File: src/rtl/fmac_insn_decode.sv
module fmac_insn_decode (
  input  logic        clk,
  input  logic        rst_n,
  input  logic        in_valid,
  input  logic [31:0] insn,
  input  logic        mixed_set,
  input  logic        in_cond_blk,
  input  logic        half_ok,
  input  logic [2:0]  vec_len,
  input  logic [1:0]  vec_stride,
  output logic        out_valid,
  output logic        hit,
  output logic        undef,
  output logic        unpred,
  output logic        subtract,
  output logic        is_vector,
  output logic [6:0]  elem_bits,
  output logic [2:0]  elem_count,
  output logic [1:0]  reg_count,
  output logic [4:0]  rd,
  output logic [4:0]  rn,
  output logic [4:0]  rm
);

  wire [3:0] cond  = insn[31:28];
  wire       f_d   = insn[22];
  wire       f_n   = insn[7];
  wire       f_m   = insn[5];
  wire [3:0] f_vn  = insn[19:16];
  wire [3:0] f_vd  = insn[15:12];
  wire [3:0] f_vm  = insn[3:0];
  wire       f_sz  = insn[20];
  wire       f_q   = insn[6];
  wire [1:0] f_size = insn[9:8];

  wire vec_body = !insn[23] && insn[11:8] == 4'b1101 && insn[4];
  wire vec_top  = mixed_set ? (insn[31:24] == 8'b1110_1111) : (insn[31:24] == 8'b1111_0010);
  wire vec_hit  = vec_body && vec_top;

  wire sc_body  = insn[27:23] == 5'b11100 && insn[21:20] == 2'b00 &&
                  insn[11:10] == 2'b10 && !insn[4];
  wire sc_cond  = mixed_set ? (cond == 4'b1110) : (cond != 4'b1111);
  wire sc_hit   = sc_body && sc_cond;

  wire sc_half  = f_size == 2'b01;
  wire sc_wide  = f_size == 2'b11;

  wire vec_undef = (f_q && (f_vd[0] || f_vn[0] || f_vm[0])) || (f_sz && !half_ok);
  wire vec_unp   = mixed_set && f_sz && in_cond_blk;
  wire sc_undef  = f_size == 2'b00 || (sc_half && !half_ok) ||
                   vec_len != 3'd0 || vec_stride != 2'd0;
  wire sc_unp    = sc_half && (mixed_set ? in_cond_blk : (cond != 4'b1110));

  logic       n_hit, n_undef, n_unpred, n_sub, n_vec;
  logic [6:0] n_ebits;
  logic [2:0] n_ecnt;
  logic [1:0] n_rcnt;
  logic [4:0] n_rd, n_rn, n_rm;

  always_comb begin
    n_hit = 1'b0; n_undef = 1'b0; n_unpred = 1'b0; n_sub = 1'b0; n_vec = 1'b0;
    n_ebits = '0; n_ecnt = '0; n_rcnt = '0; n_rd = '0; n_rn = '0; n_rm = '0;
    if (vec_hit) begin
      n_hit    = 1'b1;
      n_vec    = 1'b1;
      n_sub    = insn[21];
      n_undef  = vec_undef;
      n_unpred = vec_unp && !vec_undef;
      n_ebits  = f_sz ? 7'd16 : 7'd32;
      n_ecnt   = f_sz ? 3'd4 : 3'd2;
      n_rcnt   = f_q ? 2'd2 : 2'd1;
      n_rd     = {f_d, f_vd};
      n_rn     = {f_n, f_vn};
      n_rm     = {f_m, f_vm};
    end else if (sc_hit) begin
      n_hit    = 1'b1;
      n_sub    = insn[6];
      n_undef  = sc_undef;
      n_unpred = sc_unp && !sc_undef;
      n_ebits  = 7'd8 << f_size;
      n_rd     = sc_wide ? {f_d, f_vd} : {f_vd, f_d};
      n_rn     = sc_wide ? {f_n, f_vn} : {f_vn, f_n};
      n_rm     = sc_wide ? {f_m, f_vm} : {f_vm, f_m};
    end
  end

  always_ff @(posedge clk or negedge rst_n) begin
    if (!rst_n) begin
      out_valid <= 1'b0;
      hit <= 1'b0; undef <= 1'b0; unpred <= 1'b0; subtract <= 1'b0; is_vector <= 1'b0;
      elem_bits <= '0; elem_count <= '0; reg_count <= '0;
      rd <= '0; rn <= '0; rm <= '0;
    end else begin
      out_valid <= in_valid;
      if (in_valid) begin
        hit <= n_hit; undef <= n_undef; unpred <= n_unpred;
        subtract <= n_sub; is_vector <= n_vec;
        elem_bits <= n_ebits; elem_count <= n_ecnt; reg_count <= n_rcnt;
        rd <= n_rd; rn <= n_rn; rm <= n_rm;
      end
    end
  end

  AST_VALID_LATENCY: assert property (@(posedge clk) disable iff (!rst_n)
    in_valid |=> out_valid);
  AST_HOLD_IDLE: assert property (@(posedge clk) disable iff (!rst_n)
    !in_valid |=> $stable({hit, undef, unpred, subtract, is_vector, elem_bits, rd, rn, rm}));
  AST_MISS_QUIET: assert property (@(posedge clk) disable iff (!rst_n)
    !hit |-> !undef && !unpred && !is_vector && elem_bits == 7'd0 && rd == 5'd0 && rn == 5'd0 && rm == 5'd0);
  AST_VEC_SHAPE: assert property (@(posedge clk) disable iff (!rst_n)
    hit && is_vector |-> (elem_bits == 7'd32 && elem_count == 3'd2) ||
                         (elem_bits == 7'd16 && elem_count == 3'd4));
  AST_QUAD_ALIGN: assert property (@(posedge clk) disable iff (!rst_n)
    hit && is_vector && reg_count == 2'd2 && (rd[0] || rn[0] || rm[0]) |-> undef);
  AST_SCALAR_SHAPE: assert property (@(posedge clk) disable iff (!rst_n)
    hit && !is_vector |-> elem_count == 3'd0 && reg_count == 2'd0);
  AST_VERDICT_EXCL: assert property (@(posedge clk) disable iff (!rst_n)
    !(undef && unpred));

endmodule

File: config.mk
export PLATFORM = sky130hd
export DESIGN_NAME = fmac_insn_decode
export DESIGN_NICKNAME = d
export VERILOG_FILES = /design/src/rtl/fmac_insn_decode.sv
export SDC_FILE = /design/constraint.sdc
export NUM_CORES = 1
export LEC_CHECK = 0
export BUFFER_PORTS_ARGS = -buffer_cell sky130_fd_sc_hd__buf_2
export CORE_ASPECT_RATIO = 1.25
export CORE_MARGIN = 2
export CORE_UTILIZATION = 49
export DETAILED_ROUTE_END_ITERATION = 10
export MAX_ROUTING_LAYER = met4
export PLACE_DENSITY_LB_ADDON = 0.12
export SLEW_MARGIN = 30
export SYNTH_ARGS = -nofsm -noshare
export SYNTH_HDL_FRONTEND = slang
export SYNTH_SLANG_ARGS = --single-unit
File: constraint.sdc
create_clock -name clk -period 1.6 [get_ports clk]
set_input_delay 0.24 -clock clk [delete_from_list [all_inputs] [get_ports clk]]
set_output_delay 0.24 -clock clk [all_outputs]
set_load 0.02 [all_outputs]
==> results of run 1 <==
worst max-delay path: stages:
cell	delay [ns]
sky130_fd_sc_hd__buf_2	0.10
sky130_fd_sc_hd__nand3_1	0.10
sky130_fd_sc_hd__mux2_2	0.40
sky130_fd_sc_hd__a32oi_4	0.54
sky130_fd_sc_hd__o21ai_0	0.22
synthesized netlist by cell type (all sizes together) (2+ instances only):
cell type,n,share of area [%]
nand4b,2,1.1
a32oi,17,11
or4,2,1.2
o21ai,20,8.9
nor4,3,1.6
o31ai,3,1.5
a31oi,4,1.6
clkbuf,8,1.9
dfrtp,29,47
nor3,4,1.3
nand2,25,6.2
inv,2,0.49
nor2,4,0.97
buf,6,3.0
nand4,4,1.6
nor2b,2,0.81
nand3,4,1.3
logic make-up after synthesis:
group                  synth area share, %
flip-flops                           47.00
AO/OA/AOI/OAI                        25.93
multiplexers                         2.188
AND/OR/NAND/NOR                      19.21
other                               0.2429
buffers and inverters                5.429
metrics by stage:
| stage | cells | instance area, um2 | total power, mW |
|---|---|---|---|
| 2_1_floorplan | 157 | 1555 | 0.8451 |
| 6_report | 271 | 2031 | 1.371 |
| 3_3_place_gp | 262 | 1969 | 0.9499 |
| 3_5_place_dp | 262 | 1969 | 0.9556 |
| 5_1_grt | 271 | 2031 | 1.442 |
| 4_1_cts | 271 | 2031 | 1.389 |
area by class of cell:
| type | count | area [um2] |
|---|---|---|
| clock buffers | 6 | 41.29 |
| repair buffers | 84 | 455.4 |
| clock inverters | 2 | 10.01 |
| well taps | 36 | 45.04 |
| inverters | 2 | 7.507 |
| fillers | 256 | 942.2 |
| multi-input cells | 112 | 745.7 |
| flip-flops and latches | 29 | 725.7 |
worst min path at each step:
stage / from / to / slack, ns / cells past startpoint
after floorplan: rst_n / elem_bits[3]$_DFFE_PN0P_ / -0.06 / 0
after global placement: rst_n / elem_count[2]$_DFFE_PN0P_ / 0.29 / 1
after detailed placement: rst_n / is_vector$_DFFE_PN0P_ / 0.30 / 1
after CTS: in_valid / out_valid$_DFF_PN0_ / 0.06 / 1
after global routing: in_valid / out_valid$_DFF_PN0_ / 0.05 / 1
final: in_valid / out_valid$_DFF_PN0_ / 0.08 / 1
cells in the final DEF, fill, tap and decap left out, types with 2 or more instances in the layout:
| cell | Yosys | layout |
|---|---|---|
| sky130_fd_sc_hd__nor4_1 | 2 | 2 |
| sky130_fd_sc_hd__a31oi_1 | 4 | 4 |
| sky130_fd_sc_hd__o31ai_1 | 3 | 3 |
| sky130_fd_sc_hd__conb_1 | 1 | 4 |
| sky130_fd_sc_hd__nand3_1 | 4 | 4 |
| sky130_fd_sc_hd__nand4b_1 | 2 | 2 |
| sky130_fd_sc_hd__nor2b_1 | 2 | 2 |
| sky130_fd_sc_hd__inv_1 | 2 | 2 |
| sky130_fd_sc_hd__buf_4 | 4 | 12 |
| sky130_fd_sc_hd__buf_2 | 1 | 71 |
| sky130_fd_sc_hd__nand2_1 | 24 | 24 |
| sky130_fd_sc_hd__clkinv_2 | 0 | 2 |
| sky130_fd_sc_hd__a32oi_1 | 16 | 16 |
| sky130_fd_sc_hd__dfrtp_1 | 29 | 29 |
| sky130_fd_sc_hd__nand4_1 | 4 | 4 |
| sky130_fd_sc_hd__o21ai_0 | 10 | 10 |
| sky130_fd_sc_hd__o21ai_2 | 10 | 10 |
| sky130_fd_sc_hd__clkbuf_4 | 0 | 5 |
| sky130_fd_sc_hd__nor3_1 | 4 | 4 |
| sky130_fd_sc_hd__nor2_1 | 4 | 4 |
registers in the layout (all words and copies together), names as in the netlist:
register and flops:
undef 1, rd 5, unpred 1, rn 5, is_vector 1, out_valid 1
subtract 1, hit 1, elem_count 2, reg_count 2, elem_bits 4, rm 5
power by group:
part,switching (mW),internal (mW)
combinational,0.124,0.0777
clock,0.261,0.167
sequential,0.00280,0.739
total,0.387,0.983
routing by layer:
metal | routed length [um] | vias to the layer above | share of wire, % | GRT usage [%]
li1 | - | 742 | - | -
met1 | 1574 | 747 | 37 | 29.01
met2 | 2277 | 76 | 53 | 44.43
met3 | 345 | 8 | 8.1 | 6.502
met4 | 68 | 0 | 1.6 | 9.688
met5 | 0 | - | 0 | -
==> results.json, run 1 <==
{
  "status": "finished clean",
  "drc_errors": 0,
  "skew_ns": 0,
  "die_w_um": 54.21,
  "route.vias.total": 1573,
  "cts.root.buffer_cell": "sky130_fd_sc_hd__clkbuf_4",
  "synth_edf_count": 0,
  "grt_overflow_total": 0,
  "dominantRegCellSynth": "sky130_fd_sc_hd__dfrtp_1",
  "fmax_ghz": 0.6991,
  "via_count_of_the_first_global_routing_pass": 1511,
  "ant_nets": 0,
  "synth_seq_cells": 29,
  "setup.worst_path.end_class": "flop",
  "irDropWorstVdd_mv": 0.5854,
  "dp_worst_setup_slack_ns": -0.1915,
  "maxSlewViolCount": 0,
  "hold_viol_final": 0,
  "fin_hold_ws_ns": 0.07531,
  "port_buffers": 71,
  "clock-sinks": 29,
  "synth_area_um2": 1544,
  "clock_tree.htree_level_count": 2,
  "layout.nets": 277,
  "synthCells": 154,
  "avgViaCountPerCell": 5.804,
  "crit_type": "input port to flop",
  "cts.repair_timing.setup_buffer_count": 0,
  "flow.area_growth_from_synthesis_pct": 31.52,
  "rsz0062_at_grt": "false",
  "boundary_pins": 76,
  "yosys_warnings": 0,
  "r2r_start": "unpred$_DFFE_PN0P_",
  "terminus_of_the_critical_flop_to_flop_path": "unpred$_DFFE_PN0P_",
  "grt_use_total_pct": 26.18,
  "die-height_um": 66.76,
  "data_arrival_time_of_the_worst_path_ns": 1.61,
  "std_cell_rows": 22,
  "drive_above_1_share_pct": 45.11,
  "worst-endpoint-required_ns": 1.78,
  "worstSetupStartpointType": "input port",
  "fin_ws_ns": 0.1695,
  "setup_viol_count_final": 0,
  "layout_min_cycle_time_ns": 1.430,
  "gp_routability_congestion": 0.8530,
  "ctsHoldBuffers": 1,
  "power-per-cell-area_nw_per_um2": 675.0,
  "cts_tree": "built",
  "routed_wl_mm": 4.265,
  "tritoncts.num_buffers": 5,
  "critical_path_peak_fanout": 15,
  "timing_worst_slew_pin_value_ns": 0.6536,
  "die-area_um2": 3619,
  "seq_area_frac_synth_pct": 47.00,
  "timing.final.crit_share_pct": 89.41,
  "drt_pre_antenna_iters": 4,
  "min-delay-path-class": "input port to flop",
  "cap_viol_max_count": 0,
  "postCtsResizedCells": 0,
  "finalSetupTns_ns": 0,
  "clk_transition_reported_paths_ns": 0.09,
  "detailed_place_hpwl_mm": 3.295,
  "final_core_util_pct": 68.31,
  "drt_iter0_markers": 68,
  "coreArea_um2": 2973,
  "netlist-cell-type-count": 39,
  "cp-endpoint": "rn[2]$_DFFE_PN0P_",
  "origin_of_the_worst_setup_path": "insn[31]",
  "syn_avg_cell_area_um2": 10.03,
  "reg2reg_setup_slack_ns": 0.69,
  "antenna_found_initial": 0,
  "routed_wire_length_per_instance_um": 15.74,
  "clk_latency_ns": 0.33,
  "slew-limit-headroom_pct": 56.43,
  "grt_first_pass_wirelength_mm": 6.582,
  "cellLeakagePower_nw": 0.9986,
  "clk_path_buf_depth": 2,
  "n_antenna_cell": 0,
  "synthArstFlopShare_pct": 100.0,
  "ff_to_ff_path_depth": 3,
  "initial_core_utilization_pct": 51.94,
  "grt_max_degree": 30
}
No activity file was read; power rests on OpenSTA's default activity.
==> run 2: changes to the inputs <==
--- a/config.mk
+++ b/config.mk
@@ -6,9 +6,11 @@
 export NUM_CORES = 1
 export LEC_CHECK = 0
 export BUFFER_PORTS_ARGS = -buffer_cell sky130_fd_sc_hd__buf_2
+export CELL_PAD_IN_SITES_DETAIL_PLACEMENT = 1
+export CELL_PAD_IN_SITES_GLOBAL_PLACEMENT = 2
 export CORE_ASPECT_RATIO = 1.25
 export CORE_MARGIN = 2
-export CORE_UTILIZATION = 49
+export CORE_UTILIZATION = 28
 export DETAILED_ROUTE_END_ITERATION = 10
 export MAX_ROUTING_LAYER = met4
 export PLACE_DENSITY_LB_ADDON = 0.12
==> run 2 against run 1 <==
- sequential power about the same
- total power increased by 28%
- critical endpoint is now rn[1]$_DFFE_PN0P_
- the flow now finishes with violations (negative hold slack)
- maximum frequency decreased by 1.6%
- final cell count increased by 11%
- via count increased by 0.45%
- critical path type unchanged
- register-to-register slack got worse by 0.09 ns
==> results.json, run 2 (synthesis results as in run 1) <==
{
  "layout_min_cycle_time_ns": 1.454,
  "die_w_um": 70.42,
  "worst-path-buf-inv": 1,
  "power-per-cell-area_nw_per_um2": 814.6,
  "irDropWorstVdd_mv": 0.4129,
  "status": "complete, but fails checks",
  "cts.repair_timing.setup_buffer_count": 0,
  "route.vias.total": 1580,
  "layout.filler_cells": 656,
  "via_count_of_the_first_global_routing_pass": 1713,
  "violations": "negative hold slack",
  "cell_internal_pwr_mw": 1.329,
  "grt_max_degree": 30,
  "maxSlewViolCount": 0,
  "postCtsResizedCells": 0,
  "cts_tree": "built",
  "mostFrequentLayoutCell": "sky130_fd_sc_hd__buf_2",
  "timing.final.crit_share_pct": 90.90,
  "grt_overflow_total": 0,
  "initial_core_utilization_pct": 28.76,
  "drc_errors": 0,
  "tritoncts.num_buffers": 5,
  "cellLeakagePower_nw": 1.041,
  "hold_viol_final": 17,
  "power.combinational.fraction_pct": 12.1,
  "cap_viol_max_count": 0,
  "routed_wl_mm": 5.165,
  "critPathSlowestCell": "sky130_fd_sc_hd__a32oi_4",
  "critPathMaxStageDelay_ns": 0.54,
  "clk_latency_ns": 0.28,
  "seqPwrFrac_pct": 42.4,
  "layout.cells.most_common_list": "sky130_fd_sc_hd__buf_2, sky130_fd_sc_hd__dfrtp_1, sky130_fd_sc_hd__nand2_1",
  "std_cell_rows": 30,
  "swShare_pct": 24.16,
  "clk_transition_reported_paths_ns": 0.06,
  "placed_cells": 294,
  "drt_iter0_markers": 64,
  "rsz0062_at_grt": "false",
  "final_cell_count_no_fill": 302,
  "flow.area_growth_from_synthesis_pct": 39.30,
  "multiInputGateArea_um2": 745.7,
  "layout_top_registers": "rd: 5 flops, rm: 5 flops, rn: 5 flops",
  "crit_type": "input port to flop",
  "critical_path_peak_fanout": 15,
  "cts.root.buffer_cell": "sky130_fd_sc_hd__clkbuf_8",
  "clock_power_share_pct": 45.5,
  "worst-endpoint-required_ns": 1.73,
  "critical_path.top_delay_family": "compound AO/OA/AOI/OAI gates",
  "avgViaCountPerCell": 5.232,
  "n_antenna_cell": 0,
  "clock-sinks": 29,
  "layout.nets": 280,
  "gp_routability_congestion": 0.7888,
  "fmax_ghz": 0.6876,
  "switching_power_mw": 0.4233,
  "die-area_um2": 6128,
  "coreArea_um2": 5368,
  "grt_use_total_pct": 17.96,
  "die-height_um": 87.03,
  "antenna_found_initial": 0,
  "detailed_place_hpwl_mm": 3.935,
  "setup_viol_count_final": 0,
  "skew_ns": 0,
  "slew-limit-headroom_pct": 55.09,
  "grt_first_pass_wirelength_mm": 8.293,
  "routed_wire_length_per_instance_um": 17.10,
  "setup.worst_path.end_class": "flop",
  "timing_worst_slew_pin_value_ns": 0.6737,
  "port_buffers": 71,
  "ant_nets": 0,
  "drt_pre_antenna_iters": 4,
  "final_core_util_pct": 40.07,
  "clock_tree.htree_level_count": 2,
  "ctsHoldBuffers": 0,
  "critical_path_cell_sequence": "buf_2 > nand3_1 > mux2_2 > a32oi_4 > o21ai_0",
  "register_area_um2": 725.7,
  "min-delay-path-class": "input port to asynchronous set/reset pin",
  "worstSetupStartpointType": "input port",
  "data_arrival_time_of_the_worst_path_ns": 1.58,
  "clk_path_buf_depth": 2,
  "boundary_pins": 76,
  "drive_above_1_share_pct": 46.22,
  "fin_hold_ws_ns": -0.01234
}
## run 2: cell count changes in the layout (fill, tap and decap cells not counted)
cell and change:
sky130_fd_sc_hd__clkinv_2 -2, sky130_fd_sc_hd__clkbuf_8 +6, sky130_fd_sc_hd__buf_4 +4, sky130_fd_sc_hd__dlygate4sd3_1 -1
sky130_fd_sc_hd__bufinv_16 +1, sky130_fd_sc_hd__clkbuf_4 -5
## run 2: area by class of cell
cell class                      count  area share [%]
Multi-Input combinational cell    112           34.67
Sequential cell                    29           33.74
Timing Repair Buffer               87           22.11
Clock buffer                        7           4.014
Tap cell                           64           3.723
Clock inverter                      1           1.396
Inverter                            2          0.3490
## run 2: through the flow
stage	worst slack, ns	instance area [um2]	setup TNS (ns)	hold WS [ns]	total power, mW
after global placement	-0.1123	2034	-1.161	0.3235	0.9659
after global routing	0.04654	2151	0	0.04864	1.835
after floorplan	0.1302	1555	0	-0.05559	0.8451
final	0.1456	2151	0	-0.01234	1.752
after CTS	0.1049	2151	0	0.01672	1.776
after detailed placement	-0.1920	2034	-2.078	0.3319	0.9705
## run 2: path summary, 6_finish.rpt
path,from,endpoint,slack [ns],cells after the start
max,insn[31],rn[1]$_DFFE_PN0P_,0.15,5
min,rst_n,out_valid$_DFF_PN0_,-0.01,1
max reg2reg,unpred$_DFFE_PN0P_,unpred$_DFFE_PN0P_,0.60,3
min reg2reg,reg_count[0]$_DFFE_PN0P_,reg_count[0]$_DFFE_PN0P_,0.48,2
max in group asynchronous,rst_n,elem_bits[6]$_DFFE_PN0P_,1.17,1
min in group clk,insn[3],rm[3]$_DFFE_PN0P_,0.21,3
## run 2: power groups by stage
stage | Sequential (mW) | Clock [mW] | Combinational [mW]
2_1_floorplan | 0.765 | 0 | 0.0798
3_3_place_gp | 0.756 | 0 | 0.210
3_5_place_dp | 0.756 | 0 | 0.214
4_1_cts | 0.743 | 0.818 | 0.215
5_1_grt | 0.743 | 0.858 | 0.235
6_report | 0.743 | 0.797 | 0.212
## run 2: layer usage
metal	vias up	share of wire (%)	GRT usage (%)
met1	765	41	19.88
met5	-	0	-
met3	11	5.6	3.588
met4	0	1.9	6.469
met2	55	51	31.99
li1	749	-	-
==> run 3: changes to the inputs <==
--- a/config.mk
+++ b/config.mk
@@ -7,10 +7,10 @@
 export LEC_CHECK = 0
 export BUFFER_PORTS_ARGS = -buffer_cell sky130_fd_sc_hd__buf_2
 export CELL_PAD_IN_SITES_DETAIL_PLACEMENT = 1
-export CELL_PAD_IN_SITES_GLOBAL_PLACEMENT = 2
+export CELL_PAD_IN_SITES_GLOBAL_PLACEMENT = 1
 export CORE_ASPECT_RATIO = 1.25
 export CORE_MARGIN = 2
-export CORE_UTILIZATION = 28
+export CORE_UTILIZATION = 35
 export DETAILED_ROUTE_END_ITERATION = 10
 export MAX_ROUTING_LAYER = met4
 export PLACE_DENSITY_LB_ADDON = 0.12
==> run 3 against run 2 <==
- the run still ends with negative hold slack left
- non-clock buffer count decreased by 1
- first-iteration DRC count decreased by 9.4%
- final cell count decreased by 2.3%
- highest routed layer unchanged
- die area decreased by 19%
- clock skew unchanged
- maximum frequency about the same
- via count decreased by 0.70%
- worst hold slack got worse by 0.00051 ns
- critical path depth unchanged
- combinational power about the same
==> results.json, run 3 (synthesis results as in run 1) <==
{
  "clk_transition_reported_paths_ns": 0.06,
  "final_cell_count_no_fill": 295,
  "worst-endpoint-required_ns": 1.73,
  "grt_first_pass_wirelength_mm": 8.086,
  "postCtsResizedCells": 0,
  "via_count_of_the_first_global_routing_pass": 1634,
  "std_cell_rows": 27,
  "route.vias.total": 1569,
  "placed_cells": 287,
  "clock_power_share_pct": 45.1,
  "cts.repair_timing.setup_buffer_count": 0,
  "die_w_um": 63.41,
  "cts.root.buffer_cell": "sky130_fd_sc_hd__clkbuf_8",
  "drt_iter0_markers": 58,
  "maxSlewViolCount": 0,
  "ant_nets": 0,
  "fmax_ghz": 0.6880,
  "reg2reg_setup_slack_ns": 0.70,
  "mostFrequentLayoutCell": "sky130_fd_sc_hd__buf_2",
  "grt_max_degree": 30,
  "layout.filler_cells": 530,
  "power.combinational.fraction_pct": 12.1,
  "min-delay-path-class": "input port to asynchronous set/reset pin",
  "clock_tree.htree_level_count": 2,
  "cellLeakagePower_nw": 1.038,
  "layout.cells.most_common_list": "sky130_fd_sc_hd__buf_2, sky130_fd_sc_hd__dfrtp_1, sky130_fd_sc_hd__nand2_1",
  "setup_viol_count_final": 0,
  "routed_wire_length_per_instance_um": 16.83,
  "drt_pre_antenna_iters": 6,
  "layout_min_cycle_time_ns": 1.453,
  "flow.area_growth_from_synthesis_pct": 39.14,
  "rsz0062_at_grt": "false",
  "ctsHoldBuffers": 0,
  "die-height_um": 78.26,
  "skew_ns": 0,
  "seqPwrFrac_pct": 42.8,
  "critical_path_peak_fanout": 15,
  "clock-sinks": 29,
  "antenna_found_initial": 0,
  "routed_wl_mm": 4.966,
  "crit_type": "input port to flop",
  "violations": "negative hold slack",
  "timing_worst_slew_pin_value_ns": 0.6612,
  "clk_latency_ns": 0.28,
  "port_buffers": 71,
  "drive_above_1_share_pct": 45.99,
  "cap_viol_max_count": 0,
  "hold_viol_final": 29,
  "coreArea_um2": 4324,
  "timing.final.crit_share_pct": 90.84,
  "cts_tree": "built",
  "slew-limit-headroom_pct": 55.92,
  "cell_internal_pwr_mw": 1.329,
  "swShare_pct": 23.46,
  "data_arrival_time_of_the_worst_path_ns": 1.58,
  "detailed_place_hpwl_mm": 3.805,
  "layout_top_registers": "rd: 5 flops, rm: 5 flops, rn: 5 flops",
  "clk_path_buf_depth": 2,
  "terminus_of_the_critical_flop_to_flop_path": "unpred$_DFFE_PN0P_",
  "irDropWorstVdd_mv": 0.4986,
  "initial_core_utilization_pct": 35.71,
  "fin_total_pwr_mw": 1.736,
  "tritoncts.num_buffers": 5,
  "final_core_util_pct": 49.68,
  "setup.worst_path.end_class": "flop",
  "ff_to_ff_path_depth": 3,
  "switching_power_mw": 0.4072,
  "drc_errors": 0,
  "r2r_start": "unpred$_DFFE_PN0P_",
  "layout.nets": 279,
  "gp_routability_congestion": 0.8409,
  "grt_overflow_total": 0,
  "fin_hold_ws_ns": -0.01285,
  "boundary_pins": 76,
  "avgViaCountPerCell": 5.319,
  "status": "complete, but fails checks",
  "n_antenna_cell": 0,
  "worstSetupStartpointType": "input port",
  "die-area_um2": 4962,
  "grt_use_total_pct": 21.64,
  "power-per-cell-area_nw_per_um2": 808.1
}
## run 3: worst max-delay path, cell delays in order
cell,delay [ns]
sky130_fd_sc_hd__buf_2,0.10
sky130_fd_sc_hd__nand3_1,0.11
sky130_fd_sc_hd__mux2_2,0.38
sky130_fd_sc_hd__a32oi_4,0.54
sky130_fd_sc_hd__o21ai_0,0.21
## run 3: worst max-delay path by stage
stage / from / to / cells past startpoint / slack (ns)
CTS: insn[31] / rn[1]$_DFFE_PN0P_ / 5 / 0.13
finish: insn[31] / rn[1]$_DFFE_PN0P_ / 5 / 0.15
floorplan: insn[23] / rd[4]$_DFFE_PN0P_ / 5 / 0.13
detailed placement: insn[31] / rn[1]$_DFFE_PN0P_ / 5 / -0.18
global placement: insn[31] / rd[0]$_DFFE_PN0P_ / 5 / -0.09
global route: insn[31] / rn[1]$_DFFE_PN0P_ / 5 / 0.04
## run 3: layout make-up
type | count | area, um2 | area share (%)
tap | 58 | 72.57 | 3.378
sequential | 29 | 725.7 | 33.78
inverter | 2 | 7.507 | 0.3494
clock buffer | 7 | 86.33 | 4.019
multi-input combinational | 112 | 745.7 | 34.71
timing repair buffer | 86 | 480.5 | 22.36
clock inverter | 1 | 30.03 | 1.398
## run 3: power groups by stage
stage                     clock network (mW)  logic (mW)  registers (mW)
after floorplan                            0      0.0798           0.765
after global placement                     0       0.206           0.756
after detailed placement                   0       0.211           0.757
after CTS                              0.803       0.212           0.743
after global routing                   0.838       0.232           0.743
final                                  0.783       0.210           0.743
## run 3: stage by stage
stage,TNS [ns],setup WS (ns),hold slack (ns),instance area [um2]
2_1_floorplan,0,0.1302,-0.05559,1555
3_3_place_gp,-0.9173,-0.09212,0.2985,2032
3_5_place_dp,-1.965,-0.1810,0.3127,2032
4_1_cts,0,0.1255,0.008419,2148
5_1_grt,0,0.04293,0.03246,2148
6_report,0,0.1466,-0.01285,2148
## run 3: layer usage
metal	up-vias	share of wire, %	GRT usage, %
li1	745	-	-
met3	8	5.9	5.158
met4	0	1.6	7.391
met2	57	53	38.74
met5	-	0	-
met1	759	40	23.30
